### src/rtl/clkdiv_pkg.sv
package clkdiv_pkg;
  localparam int REF_W  = 8;
  localparam int BUF_W  = 5;
  localparam int DCDC_W = 7;
  localparam int REF_MIN = 2;

  function automatic logic [REF_W-1:0] clamp_ratio(input logic [REF_W-1:0] r);
    if (r < REF_W'(REF_MIN)) return REF_W'(REF_MIN);
    return r;
  endfunction
endpackage

### src/rtl/ref_divider.sv
module ref_divider
  import clkdiv_pkg::*;
#(
  parameter int RATIO_W = REF_W
) (
  input  logic               clk,
  input  logic               rst_n,
  input  logic [RATIO_W-1:0] ratio,
  output logic               tick
);
  localparam int CW1 = RATIO_W + 1;

  logic [RATIO_W-1:0] cnt_q;
  logic [RATIO_W-1:0] r_eff;
  logic               at_end;

  always_comb begin
    r_eff  = (ratio < RATIO_W'(REF_MIN)) ? RATIO_W'(REF_MIN) : ratio;
    at_end = ({1'b0, cnt_q} + CW1'(1)) >= {1'b0, r_eff};
  end

  always_ff @(posedge clk) begin
    if (!rst_n) begin
      cnt_q <= '0;
      tick  <= 1'b0;
    end else if (at_end) begin
      cnt_q <= '0;
      tick  <= 1'b1;
    end else begin
      cnt_q <= cnt_q + RATIO_W'(1);
      tick  <= 1'b0;
    end
  end
endmodule

### src/rtl/even_divider.sv
module even_divider #(
  parameter int CODE_W = 5
) (
  input  logic              clk,
  input  logic              rst_n,
  input  logic              run,
  input  logic [CODE_W-1:0] code,
  output logic              clk_out
);
  localparam int CW1 = CODE_W + 1;

  logic [CODE_W-1:0] cnt_q;
  logic [CODE_W-1:0] half_q;
  logic              active;
  logic              at_end;

  always_comb begin
    active = run && (code != '0);
    at_end = ({1'b0, cnt_q} + CW1'(1)) >= {1'b0, half_q};
  end

  always_ff @(posedge clk) begin
    if (!rst_n) begin
      cnt_q   <= '0;
      half_q  <= '0;
      clk_out <= 1'b0;
    end else if (!active) begin
      cnt_q   <= '0;
      half_q  <= code;
      clk_out <= 1'b0;
    end else if (half_q == '0) begin
      cnt_q  <= '0;
      half_q <= code;
    end else if (at_end) begin
      cnt_q   <= '0;
      half_q  <= code;
      clk_out <= ~clk_out;
    end else begin
      cnt_q <= cnt_q + CODE_W'(1);
    end
  end
endmodule

### src/rtl/clkdiv_set.sv
module clkdiv_set
  import clkdiv_pkg::*;
#(
  parameter int RW = REF_W,
  parameter int BW = BUF_W,
  parameter int DW = DCDC_W
) (
  input  logic          clk_src,
  input  logic          rst_n,
  input  logic          standby,
  input  logic          buf_en,
  input  logic          dcdc_en,
  input  logic [RW-1:0] ref_ratio,
  input  logic [BW-1:0] buf_code,
  input  logic [DW-1:0] dcdc_code,
  output logic          ref_tick,
  output logic          mcu_clk,
  output logic          dcdc_clk,
  output logic          vco_en
);
  logic buf_run;
  logic dcdc_starved;

  always_comb begin
    buf_run      = buf_en && !standby;
    dcdc_starved = dcdc_en && (dcdc_code == '0);
  end

  ref_divider #(.RATIO_W(RW)) u_ref (
    .clk(clk_src), .rst_n(rst_n), .ratio(ref_ratio), .tick(ref_tick)
  );

  even_divider #(.CODE_W(BW)) u_buf (
    .clk(clk_src), .rst_n(rst_n), .run(buf_run), .code(buf_code), .clk_out(mcu_clk)
  );

  even_divider #(.CODE_W(DW)) u_dcdc (
    .clk(clk_src), .rst_n(rst_n), .run(dcdc_en), .code(dcdc_code), .clk_out(dcdc_clk)
  );

  always_ff @(posedge clk_src) begin
    if (!rst_n) vco_en <= 1'b1;
    else        vco_en <= !dcdc_starved;
  end
endmodule

### config.mk
export PLATFORM = sky130hd
export DESIGN_NAME = clkdiv_set
export DESIGN_NICKNAME = d
export VERILOG_FILES = /design/src/rtl/clkdiv_pkg.sv /design/src/rtl/ref_divider.sv /design/src/rtl/even_divider.sv /design/src/rtl/clkdiv_set.sv
export SDC_FILE = /design/constraint.sdc
export NUM_CORES = 1
export LEC_CHECK = 0
export BUFFER_PORTS_ARGS = -buffer_cell sky130_fd_sc_hd__buf_2
export CORE_AREA = 4 4 80 82
export DETAILED_ROUTE_END_ITERATION = 10
export DIE_AREA = 0 0 84 86
export GPL_ROUTABILITY_DRIVEN = 0
export HOLD_SLACK_MARGIN = 0.15
export SLEW_MARGIN = 15
export SYNTH_ARGS = -nofsm -noshare
export SYNTH_HDL_FRONTEND = slang
export SYNTH_SLANG_ARGS = --single-unit
### constraint.sdc
create_clock -name clk_src -period 3.5 [get_ports clk_src]
set_clock_uncertainty 0.1 [all_clocks]
set_input_delay 0.175 -clock clk_src [delete_from_list [all_inputs] [get_ports clk_src]]
set_output_delay 0.175 -clock clk_src [all_outputs]
set_load 0.02 [all_outputs]
After elaboration in Yosys (flattened, before gate mapping). Cells that the tools add are included.

Muxes and demuxes: 8. Add/sub/neg operators: 6. Bitwise operators: 7. Equal/unequal tests: 2. Reduce and logical (&&, ||, !) cells: 18. $lt $le $gt $ge: 4.

Operators with widths (count): 7-bit two-way mux (3); 5-bit two-way mux (3); 7-bit zero test (2); 8-bit by 1-bit adder with 9-bit output (second input constant) (1); 9-bit by 8-bit greater-or-equal comparator with 1-bit output (1); 7-bit by 1-bit adder with 8-bit output (second input constant) (1); 8-bit by 1-bit adder with 8-bit output (second input constant) (1); 8-bit by 7-bit greater-or-equal comparator with 1-bit output (1); 8-bit by 2-bit less-than comparator with 1-bit output (second input constant) (1); 8-bit two-way mux (1); 2-bit AND reduction (4); 4-bit OR reduction (2); 7-bit by 1-bit adder with 7-bit output (second input constant) (1); 1-bit NOT (7); 7-bit nonzero test (1); 5-bit by 1-bit adder with 6-bit output (second input constant) (1); 6-bit by 5-bit greater-or-equal comparator with 1-bit output (1); 3-bit != test (second input constant) (2); 5-bit by 1-bit adder with 5-bit output (second input constant) (1); 5-bit zero test (1); 5-bit nonzero test (1); 1-bit logical AND (4); 1-bit zero test (2); 2-bit OR reduction (1); 1-bit two-way mux (1).

Logic and storage cells: 54. Input bits: 25. Output and inout port bits: 4. Register bits after elaboration: 36.

Logic depth before layout (Yosys ltp). Gate-level depths: netlist of run 1.

Word-level depth: 5. Depth in mapped cells: 11. Gate-level depth less buffers: 10.

By module. From an unflattened synthesis of run 1, not the netlist that was laid out.

Cells, all modules: 233. Area total of the unflattened synthesis: 2149.6 µm².

By module, submodules not included: even_divider (u_dcdc) (area an instance 885.8 µm², instances 1, cells each 93, seq. area each 300.3 µm²); even_divider (u_buf) (area an instance 609.3 µm², instances 1, cells each 68, seq. area each 220.2 µm²); ref_divider (area an instance 601.8 µm², instances 1, cells each 66, seq. area each 180.2 µm²); clkdiv_set (area an instance 52.6 µm², instances 1, cells each 6, seq. area each 20.0 µm²).

Least setup slack after synthesis of run 1. No wires, ideal clock.

Kind: register to register. Start point: reg u_dcdc.cnt_q[0]. End point: reg u_dcdc.half_q[0]. Cell stages (with the launch flop): 12. Clock period less this slack: 2.348 ns. Data required time: 3.328 ns. Setup time: 0.072 ns. Path buffers: 1. Arrival time: 2.176 ns. Setup slack: 1.152 ns. Cells stage by stage: dfxtp_1 ha_1 nand2_1 nor2_1 xnor2_1 ha_1 a21oi_1 nand2_1 or2_0 a211oi_2 buf_6 mux2i_1.

Cells in the longest elaborated chain, start to end: 3.

RTL lines: start: declaration (RTL line even_divider.sv:12) `logic [CODE_W-1:0] cnt_q;`; start signal: assignment (RTL line even_divider.sv:39) `cnt_q <= cnt_q + CODE_W'(1);`; 7-bit by 1-bit adder with 8-bit output (RTL line even_divider.sv:19) `at_end = ({1'b0, cnt_q} + CW1'(1)) >= {1'b0, half_q};`; 8-bit by 7-bit greater-or-equal comparator with 1-bit output (RTL line even_divider.sv:19); 3-bit != test (no source line); end signal: assignment (RTL line even_divider.sv:29) `half_q <= code;`; end signal: assignment (RTL line even_divider.sv:33) `half_q <= code;`; end signal: assignment (RTL line even_divider.sv:36) `half_q <= code;`; end: declaration (RTL line even_divider.sv:13) `logic [CODE_W-1:0] half_q;`.

No other way between the ends. A chain may end at the register's enable or synchronous reset.

Worst setup path after layout of run 1.
Start point: reg u_buf.cnt_q[2]. End point: reg u_buf.half_q[4].

Cells in the longest elaborated chain, start to end: 3.

RTL lines (RTL line): start: declaration (even_divider.sv:12); start signal: assignment (even_divider.sv:39); 5-bit by 1-bit adder with 6-bit output (even_divider.sv:19); 6-bit by 5-bit greater-or-equal comparator with 1-bit output (even_divider.sv:19); 3-bit != test (no source line); end signal: assignment (even_divider.sv:29); end signal: assignment (even_divider.sv:33); end signal: assignment (even_divider.sv:36); end: declaration (even_divider.sv:13).

No other way between the ends.

==> results_dict.tcl, run 1 <==
set metrics [dict create \
    status "completed" \
    yosysTopAreaCellShare_pct 34.1 \
    yosys.area.top_type "dfxtp_1" \
    drc 0 \
    cts_root_buffer "clkbuf_8" \
    hpwl_mm 3.12 \
    hold_start "buf_en" \
    syn_avg_cell_area_um2 9.06 \
    maxSlewViolCount 0 \
    hold_viol_final 0 \
    ys.flop_type "dfxtp_1" \
    synth_area_um2 2110 \
    finalCritPeriodShare_pct 84.5 \
    drive_gt1_share_pct 16.6 \
    cp_top_family "simple AND/OR/NAND/NOR gates" \
    startpoint "u_buf.cnt_q[2]" \
    drt-initial-drc-count 61 \
    grt_usage_pct 12.3 \
    wl_per_cell_um 11.9 \
    wl_mm 4.26 \
    final_antenna_net_count 0 \
    hold_path_end "u_buf.clk_out" \
    rows 28 \
    multi_input_area_um2 1230 \
    fp.dieH_um 86 \
    grt_antenna_before_repair 0 \
    h-tree-depth 2 \
    clock_latency_ns 0.29 \
    powerDensity_nw_per_um2 393 \
    first_pass_iters 4 \
    tns_ns 0 \
    cp.arrival_ns 3.04 \
    worst_pin_slew_ns 0.645 \
    antenna_cells 0 \
    cp_num_buf_inv 1 \
    grt_max_degree 42 \
    ir_drop_mv 0.161 \
    die_area_um2 7220 \
    die_x_um 84 \
    cts_tree "done" \
    path_clk_slew_ns 0.08 \
    fin_util_pct 44.6 \
    slew_headroom_pct 57.0 \
    synthTopCellsByArea "dfxtp_1, ha_1, nand2_1, mux2i_1, and3_1" \
    timing.rr.start "u_buf.cnt_q[2]" \
    setup_violations 0 \
    max-cap-violations 0 \
    design.core.area_um2 5750 \
    min_path_type "in2reg" \
    worstSetupEndpointType "flop" \
    viasPerCell 4.70 \
    regArea_um2 721 \
    pin_count 29 \
    layout.nets 330 \
    postCtsResizedCells 0 \
    num-fill-cells 591 \
    path_cells "and3_1 > xor2_1 > ha_1 > o21a_1 > a21oi_1 > and3b_1 > o21ai_1 > dlygate4sd3_1" \
    holdPathStages 4 \
    max_freq_ghz 0.338 \
    yosysSeqAreaShare_pct 34.1 \
    grt.overflow.total 0 \
    synth_cells 233 \
    clk_path_buf_depth 2 \
    ys_types 44 \
    crit_slowest_cell "dlygate4sd3_1" \
    worstSetupPathType "reg2reg" \
    grt_pass1_vias 1665 \
    synthesis.nets 281 \
    worstRegToRegCells 8 \
    area_growth_pct 21.4 \
    numCtsBuffers 5 \
    critPathMaxStageDelay_ns 0.58 \
    r2r-end "u_buf.half_q[4]" \
    place_ws_ns 0.792 \
    synth_edf_count 0 \
    cp_max_fo 10 \
    cts_sinks 36 \
    vias 1682 \
    layout_min_cycle_time_ns 2.96 \
    r2r_setup_slack_ns 0.54 \
    ys_warn_count 0 \
    async_reset_ff_share_pct 0 \
    io_buffer_count 28 \
    rsz0062_at_grt "false" \
    synth_seq_cells 36 \
    cp.required_ns 3.58 \
    grt_pass1_wl_mm 7.20 \
    worst_setup_path_start_kind "flop" \
    p_leak_nw 1.20 \
    setup_slack_ns 0.544 \
    cts_setup_buffers 0 \
    hold_buffers 18 \
    initial_core_util_pct 36.7 \
]
-- where the power goes --
part / leakage (nW) / total, mW / switching (mW) / internal, mW
clock network: 0.0552 / 0.357 / 0.145 / 0.211
logic: 0.847 / 0.202 / 0.101 / 0.101
registers: 0.294 / 0.450 / 0.0164 / 0.433
-- state kept, by name (all words and copies together), names as in the netlist --
register / flops
u_ref.cnt_q: 8
u_dcdc.cnt_q: 7
u_dcdc.half_q: 7
u_buf.cnt_q: 5
u_buf.half_q: 5
u_buf.clk_out: 1
u_dcdc.clk_out: 1
u_ref.tick: 1
vco_en: 1
-- final cells by class --
class	instances	area share, %
Tap cell	75	3.66
Sequential cell	36	28.1
Timing Repair Buffer	48	13.1
Inverter	19	2.78
Multi-Input combinational cell	172	48.1
Clock buffer	6	2.83
Clock inverter	2	1.37
-- stage by stage --
step / hold WS, ns / area [µm²] / instances / total power, mW
floorplan: 0.147 / 2110 / 233 / 0.601
global placement: 0.304 / 2270 / 332 / 0.642
detailed placement: 0.305 / 2270 / 332 / 0.646
CTS: 0.206 / 2560 / 358 / 1.02
global route: 0.236 / 2560 / 358 / 1.07
finish: 0.219 / 2560 / 358 / 1.01
-- layer usage --
layer,vias to the layer above,track usage [%],part of all wire [%]
li1,904,-,-
met1,750,14.3,46
met2,22,21.8,49
met3,6,3.07,3.2
met4,0,4.82,1.6
met5,-,0,0
-- worst register-to-register path: cells and delay by family, from the launching register on --
kind	cells	cell delay [ns]
AO/OA/AOI/OAI	3	0.64
XOR/XNOR	1	0.21
adder cells (fa/ha/maj)	1	0.26
buffers and inverters	1	0.58
flip-flops	1	0.37
AND/OR/NAND/NOR	2	0.68
-- logic make-up after synthesis --
family          after synthesis  share of synthesized area, %
simple gates                101                          26.8
mux                          10                          4.74
xor+xnor                     14                          5.81
flops                        36                          34.1
fa+ha+maj                    23                          13.6
buf+inv                      25                          7.41
compound gates               24                          7.47
-- how the worst max path moves through the flow --
| stage | cells after the start | to | slack [ns] |
|---|---|---|---|
| floorplan | 11 | u_dcdc.half_q[0] | 1.15 |
| global placement | 8 | u_ref.cnt_q[2] | 0.83 |
| detailed placement | 8 | u_ref.cnt_q[2] | 0.79 |
| CTS | 8 | u_buf.half_q[0] | 0.56 |
| global route | 9 | u_buf.half_q[0] | 0.31 |
| finish | 8 | u_buf.half_q[4] | 0.54 |
-- cells in the final DEF, fill, tap and decap left out, drive strengths merged, types with 2 or more instances in the layout --
master / n
and3: 14
nand2b: 2
nand3: 10
and3b: 3
a21oi: 6
xor2: 7
buf: 30
ha: 23
mux2i: 10
or4: 3
nor2b: 8
dlygate4sd3: 18
clkbuf: 6
a211oi: 2
inv: 19
o21a: 2
nand4: 6
nor3b: 2
nand2: 30
nor4: 3
o21ai: 9
xnor2: 7
or2: 2
or3: 2
dfxtp: 36
nor2: 13
-- synth_stat cells (3+ instances only) --
library cell / count
a21oi_1: 6
inv_1: 18
nor2_1: 13
xor2_1: 7
nand4_1: 5
o21ai_0: 3
o21ai_1: 5
dfxtp_1: 36
nand3_1: 10
nand2_1: 30
mux2i_1: 10
and3_1: 13
and3b_1: 3
xnor2_1: 7
nor2b_1: 8
ha_1: 23
Note: power is estimated with default switching activity, not from simulation.
==> run 2: changes to the inputs <==
==> constraint.sdc (replaced) <==
create_clock -name clk_src -period 2.6 [get_ports clk_src]
set_clock_uncertainty 0.1 [all_clocks]
set_input_delay 0.13 -clock clk_src [delete_from_list [all_inputs] [get_ports clk_src]]
set_output_delay 0.13 -clock clk_src [all_outputs]
set_load 0.02 [all_outputs]
==> run 2 against run 1 <==
Against the previous run: clock-buffer cell count is 1 higher; combinational power is 55% higher; first-iteration DRC count fell by 30%; die area unchanged; sequential power is 34% higher; critical path type unchanged; largest cell class unchanged.
==> results_dict.tcl, run 2 (synthesis gave the netlist of run 1 again) <==
set metrics [dict create \
    status "completed" \
    h-tree-depth 2 \
    num-fill-cells 563 \
    p_int_mw 1.08 \
    p_seq_share_pct 41.4 \
    reg_top3 "u_ref.cnt_q: 8 flops, u_dcdc.cnt_q: 7 flops, u_dcdc.half_q: 7 flops" \
    final_area_um2 2720 \
    post-place-cells 339 \
    layout_min_cycle_time_ns 2.41 \
    io_buffer_count 28 \
    pin_count 29 \
    p_leak_nw 1.27 \
    layout_commonest_cell "dfxtp_1" \
    maxSlewViolCount 0 \
    design.core.area_um2 5750 \
    worstSetupPathType "reg2reg" \
    pwr-share-comb_pct 21.4 \
    path_clk_slew_ns 0.08 \
    power_switching_mw 0.380 \
    wl_mm 4.54 \
    cts_sinks 36 \
    grt_usage_pct 13.4 \
    clock_latency_ns 0.30 \
    antenna_cells 0 \
    finalCritPeriodShare_pct 92.6 \
    numCtsBuffers 5 \
    rsz0062_at_grt "false" \
    multi_input_area_um2 1270 \
    largest_register_ffs 8 \
    met3WireLength_um 132 \
    min_path_type "in2reg" \
    grt_pass1_wl_mm 7.82 \
    initial_core_util_pct 36.7 \
    cp_max_fo 4 \
    hold_viol_final 0 \
    worst_setup_path_start_kind "flop" \
    die_x_um 84 \
    top_layer_used "met4" \
    cp.required_ns 2.72 \
    grt_antenna_before_repair 0 \
    drt-initial-drc-count 43 \
    fin_util_pct 47.4 \
    drc 0 \
    hpwl_mm 3.21 \
    regArea_um2 723 \
    cts_root_buffer "clkbuf_8" \
    wl_met1_mm 2.03 \
    rows 28 \
    hold_ws_ns 0.167 \
    ir_drop_mv 0.205 \
    routed-wl-met2_mm 2.27 \
    top_register "u_ref.cnt_q" \
    cts_tree "done" \
    p_sw_share_pct 26.0 \
    worst_pin_slew_ns 0.568 \
    grt.overflow.total 0 \
    power_mw 1.46 \
    grt_pass1_vias 1801 \
    final_cell_mix "dfxtp_1, nand2_1, buf_2" \
    wl_per_cell_um 12.3 \
    place_ws_ns -0.0797 \
    final_antenna_net_count 0 \
    max-cap-violations 0 \
    powerDensity_nw_per_um2 537 \
    die_area_um2 7220 \
    slew_headroom_pct 62.1 \
    viasPerCell 4.85 \
    tns_ns 0 \
    post_dp_cell_area_um2 2330 \
    vias 1793 \
    setup_violations 0 \
    p_clk_share_pct 37.2 \
    first_pass_iters 4 \
    clk_path_buf_depth 2 \
    worstSetupEndpointType "flop" \
    area_growth_pct 29.0 \
    setup_slack_ns 0.191 \
    cp.arrival_ns 2.53 \
    instances_no_fill 370 \
    grt_max_degree 30 \
    fp.dieH_um 86 \
    drive_gt1_share_pct 22.7 \
    max_freq_ghz 0.415 \
    layout.nets 342 \
]
-- run 2: cell count changes in the layout (fill, tap and decap cells not counted), moves of 2 or more --
cell and delta:
dfxtp_2 +2, clkbuf_8 +2, dfxtp_1 -2, buf_6 +2, buf_4 +8, dlygate4sd3_1 +2
-- run 2: repair_timing --
item	4_1_cts	5_1_grt
pin swaps	1	4
endpoints found under the hold margin	16	0
hold buffers	20	0
setup endpoints to repair	8	23
resized for setup	1	14
setup buffers	2	1
-- run 2: cell type report --
cell class / count / area share, %
Clock inverter: 1 / 1.10
Inverter: 19 / 2.62
Timing Repair Buffer: 60 / 16.1
Multi-Input combinational cell: 172 / 46.7
Clock buffer: 7 / 3.54
Tap cell: 75 / 3.45
Sequential cell: 36 / 26.6
-- run 2: power groups by stage --
stage	Sequential (mW)	Clock (mW)	Combinational (mW)
floorplan	0.615	0	0.194
global placement	0.617	0	0.260
detailed placement	0.617	0	0.265
CTS	0.605	0.553	0.292
global route	0.610	0.577	0.350
finish	0.605	0.543	0.313
-- run 2: worst max-delay path: stages (launching register included) --
cell	delay, ns
dfxtp_2	0.35
ha_1	0.16
nand2_1	0.06
nor2_1	0.13
xnor2_1	0.15
ha_1	0.29
a21oi_2	0.14
nand2_2	0.08
or2_4	0.26
a211oi_4	0.25
buf_6	0.17
mux2i_1	0.18
-- run 2: metal layers --
metal	up-vias	track usage, %
met5	-	0
met2	30	24.0
li1	928	-
met4	0	5.56
met3	10	2.98
met1	825	15.4
-- run 2: worst paths after layout --
path	start	endpoint	slack, ns	cells past startpoint
max	u_dcdc.cnt_q[0]	u_dcdc.half_q[1]	0.19	11
min	buf_en	u_buf.clk_out	0.17	4
max reg2reg	u_dcdc.cnt_q[0]	u_dcdc.half_q[1]	0.19	11
min reg2reg	u_ref.cnt_q[0]	u_ref.cnt_q[0]	0.35	1
==> run 3: changes to the inputs <==
--- a/config.mk
+++ b/config.mk
@@ -7,10 +7,12 @@
 export LEC_CHECK = 0
 export BUFFER_PORTS_ARGS = -buffer_cell sky130_fd_sc_hd__buf_2
 export CORE_AREA = 4 4 80 82
+export CTS_BUF_LIST = sky130_fd_sc_hd__clkbuf_16
 export DETAILED_ROUTE_END_ITERATION = 10
 export DIE_AREA = 0 0 84 86
 export GPL_ROUTABILITY_DRIVEN = 0
 export HOLD_SLACK_MARGIN = 0.15
+export MAX_ROUTING_LAYER = met4
 export SLEW_MARGIN = 15
 export SYNTH_ARGS = -nofsm -noshare
 export SYNTH_HDL_FRONTEND = slang
==> run 3 against run 2 <==
Against the previous run: sequential cell count unchanged; maximum frequency increased by 0.85%; utilization increased by 0.37 points; routed wire length decreased by 2.6%; clock power increased by 22%; sequential share of layout area decreased by 0.21 points; highest routed layer unchanged; die area unchanged; cell area increased by 0.78%; worst hold slack improved by 0.010 ns; critical path type unchanged; critical endpoint unchanged; register-to-register slack improved by 0.02 ns.
==> results_dict.tcl, run 3 (synthesis gave the netlist of run 1 again) <==
set metrics [dict create \
    grt_pass1_wl_mm 7.71 \
    io_buffer_count 28 \
    area_growth_pct 30.1 \
    grt_pass1_vias 1774 \
    max-cap-violations 0 \
    worstSetupPathType "reg2reg" \
    first_pass_iters 4 \
    rows 28 \
    setup_violations 0 \
    worstRegToRegCells 11 \
    hold_start "buf_en" \
    status "completed" \
    antenna_cells 0 \
    viasPerCell 4.83 \
    ir_drop_mv 0.262 \
    hpwl_mm 3.21 \
    numCtsBuffers 5 \
    tns_ns 0 \
    layout.nets 341 \
    reg_top3 "u_ref.cnt_q: 8 flops, u_dcdc.cnt_q: 7 flops, u_dcdc.half_q: 7 flops" \
    final_cell_mix "dfxtp_1, nand2_1, buf_2" \
    power_mw 1.57 \
    layout_min_cycle_time_ns 2.39 \
    drc 0 \
    top_register "u_ref.cnt_q" \
    cp_num_cells 11 \
    hold_ws_ns 0.178 \
    hold_viol_final 0 \
    vias 1782 \
    wl_per_cell_um 12.0 \
    grt.overflow.total 0 \
    fin_util_pct 47.8 \
    wl_mm 4.42 \
    worstSetupEndpointType "flop" \
    cp.required_ns 2.70 \
    p_leak_nw 1.27 \
    powerDensity_nw_per_um2 571 \
    cts_root_buffer "clkbuf_16" \
    grt_antenna_before_repair 0 \
    critPathMaxStageDelay_ns 0.37 \
    die_area_um2 7220 \
    path_clk_slew_ns 0.06 \
    path_cells "ha_4 > nand2_1 > nor2_1 > xnor2_1 > ha_1 > a21oi_2 > nand2_1 > or2_1 > a211oi_2 > buf_4 > mux2i_1" \
    cp.arrival_ns 2.49 \
    worst_setup_path_start_kind "flop" \
    worst_path_most_repeated_cell "nand2_1" \
    maxSlewViolCount 0 \
    regArea_um2 723 \
    multi_input_area_um2 1270 \
    drt-initial-drc-count 50 \
    grt_usage_pct 13.6 \
    max_freq_ghz 0.419 \
    final_antenna_net_count 0 \
    h-tree-depth 2 \
    min_path_type "in2reg" \
    cts_tree "done" \
    num-fill-cells 563 \
    cp_top_family "simple AND/OR/NAND/NOR gates" \
    grt_max_degree 30 \
    largest_register_ffs 8 \
    finalCritPeriodShare_pct 91.9 \
    design.core.area_um2 5750 \
    cp_num_buf_inv 1 \
    initial_core_util_pct 36.7 \
    pin_count 29 \
    startpoint "u_dcdc.cnt_q[0]" \
    drive_gt1_share_pct 21.4 \
    slew_headroom_pct 63.8 \
    crit_slowest_cell "dfxtp_2" \
    cts_sinks 36 \
    clk_path_buf_depth 2 \
    rsz0062_at_grt "false" \
    holdPathStages 4 \
    layout_commonest_cell "dfxtp_1" \
    fp.dieH_um 86 \
    die_x_um 84 \
    worst_pin_slew_ns 0.541 \
    clock_latency_ns 0.28 \
    cp_max_fo 4 \
    timing.rr.start "u_dcdc.cnt_q[0]" \
]
==> run 3: area by class of cell <==
| type | instances | share of cell area [%] |
|---|---|---|
| multi-input cells | 172 | 46.3 |
| well taps | 75 | 3.42 |
| repair buffers | 59 | 15.4 |
| clock inverters | 3 | 1.37 |
| inverters | 19 | 2.60 |
| flip-flops and latches | 36 | 26.3 |
| clock buffers | 5 | 4.56 |
==> run 3: worst paths after layout <==
kind,slack (ns),to
max,0.21,u_dcdc.half_q[1]
min,0.18,u_buf.clk_out
max reg2reg,0.21,u_dcdc.half_q[1]
min reg2reg,0.35,u_ref.cnt_q[0]
==> run 3: worst reg2reg max path: cells and delay by family, from the launching register on <==
| family | cells | cell delay, ns |
|---|---|---|
| AOI/OAI and AO/OA | 2 | 0.38 |
| xor gates and xnor gates | 1 | 0.15 |
| adders and majority gates | 2 | 0.43 |
| buffers and inverters | 1 | 0.20 |
| DFF | 1 | 0.37 |
| muxes | 1 | 0.18 |
| and+or+nand+nor | 4 | 0.48 |
==> run 3: timing repair <==
action	4_1_cts	5_1_grt
pin swaps	1	8
endpoints found under the hold margin	16	0
gates resized for setup	1	10
endpoints found under the setup margin	8	23
buffers inserted	2	0
hold buffers	20	0
==> run 3: power by group <==
| group | leakage [nW] | internal (mW) | total (mW) | switching [mW] |
|---|---|---|---|---|
| Combinational | 0.899 | 0.150 | 0.293 | 0.143 |
| Clock | 0.0789 | 0.445 | 0.665 | 0.219 |
| Sequential | 0.295 | 0.585 | 0.608 | 0.0236 |
==> run 3: routing by layer <==
metal / routed length, µm / GRT usage [%] / vias to the layer above / part of all wire, %
met2: 2210 / 23.4 / 24 / 50
met5: 0 / - / - / 0
met1: 2030 / 15.7 / 826 / 46
met4: 62 / 5.26 / 0 / 1.4
li1: - / - / 926 / -
met3: 119 / 2.88 / 6 / 2.7
==> run 3: stage by stage <==
| stage | area [µm²] | worst slack [ns] | std cells |
|---|---|---|---|
| floorplan | 2110 | 0.252 | 233 |
| global placement | 2330 | -0.0888 | 339 |
| detailed placement | 2330 | -0.0797 | 339 |
| CTS | 2710 | 0.0319 | 369 |
| global route | 2750 | 0.0162 | 369 |
| finish | 2750 | 0.212 | 369 |
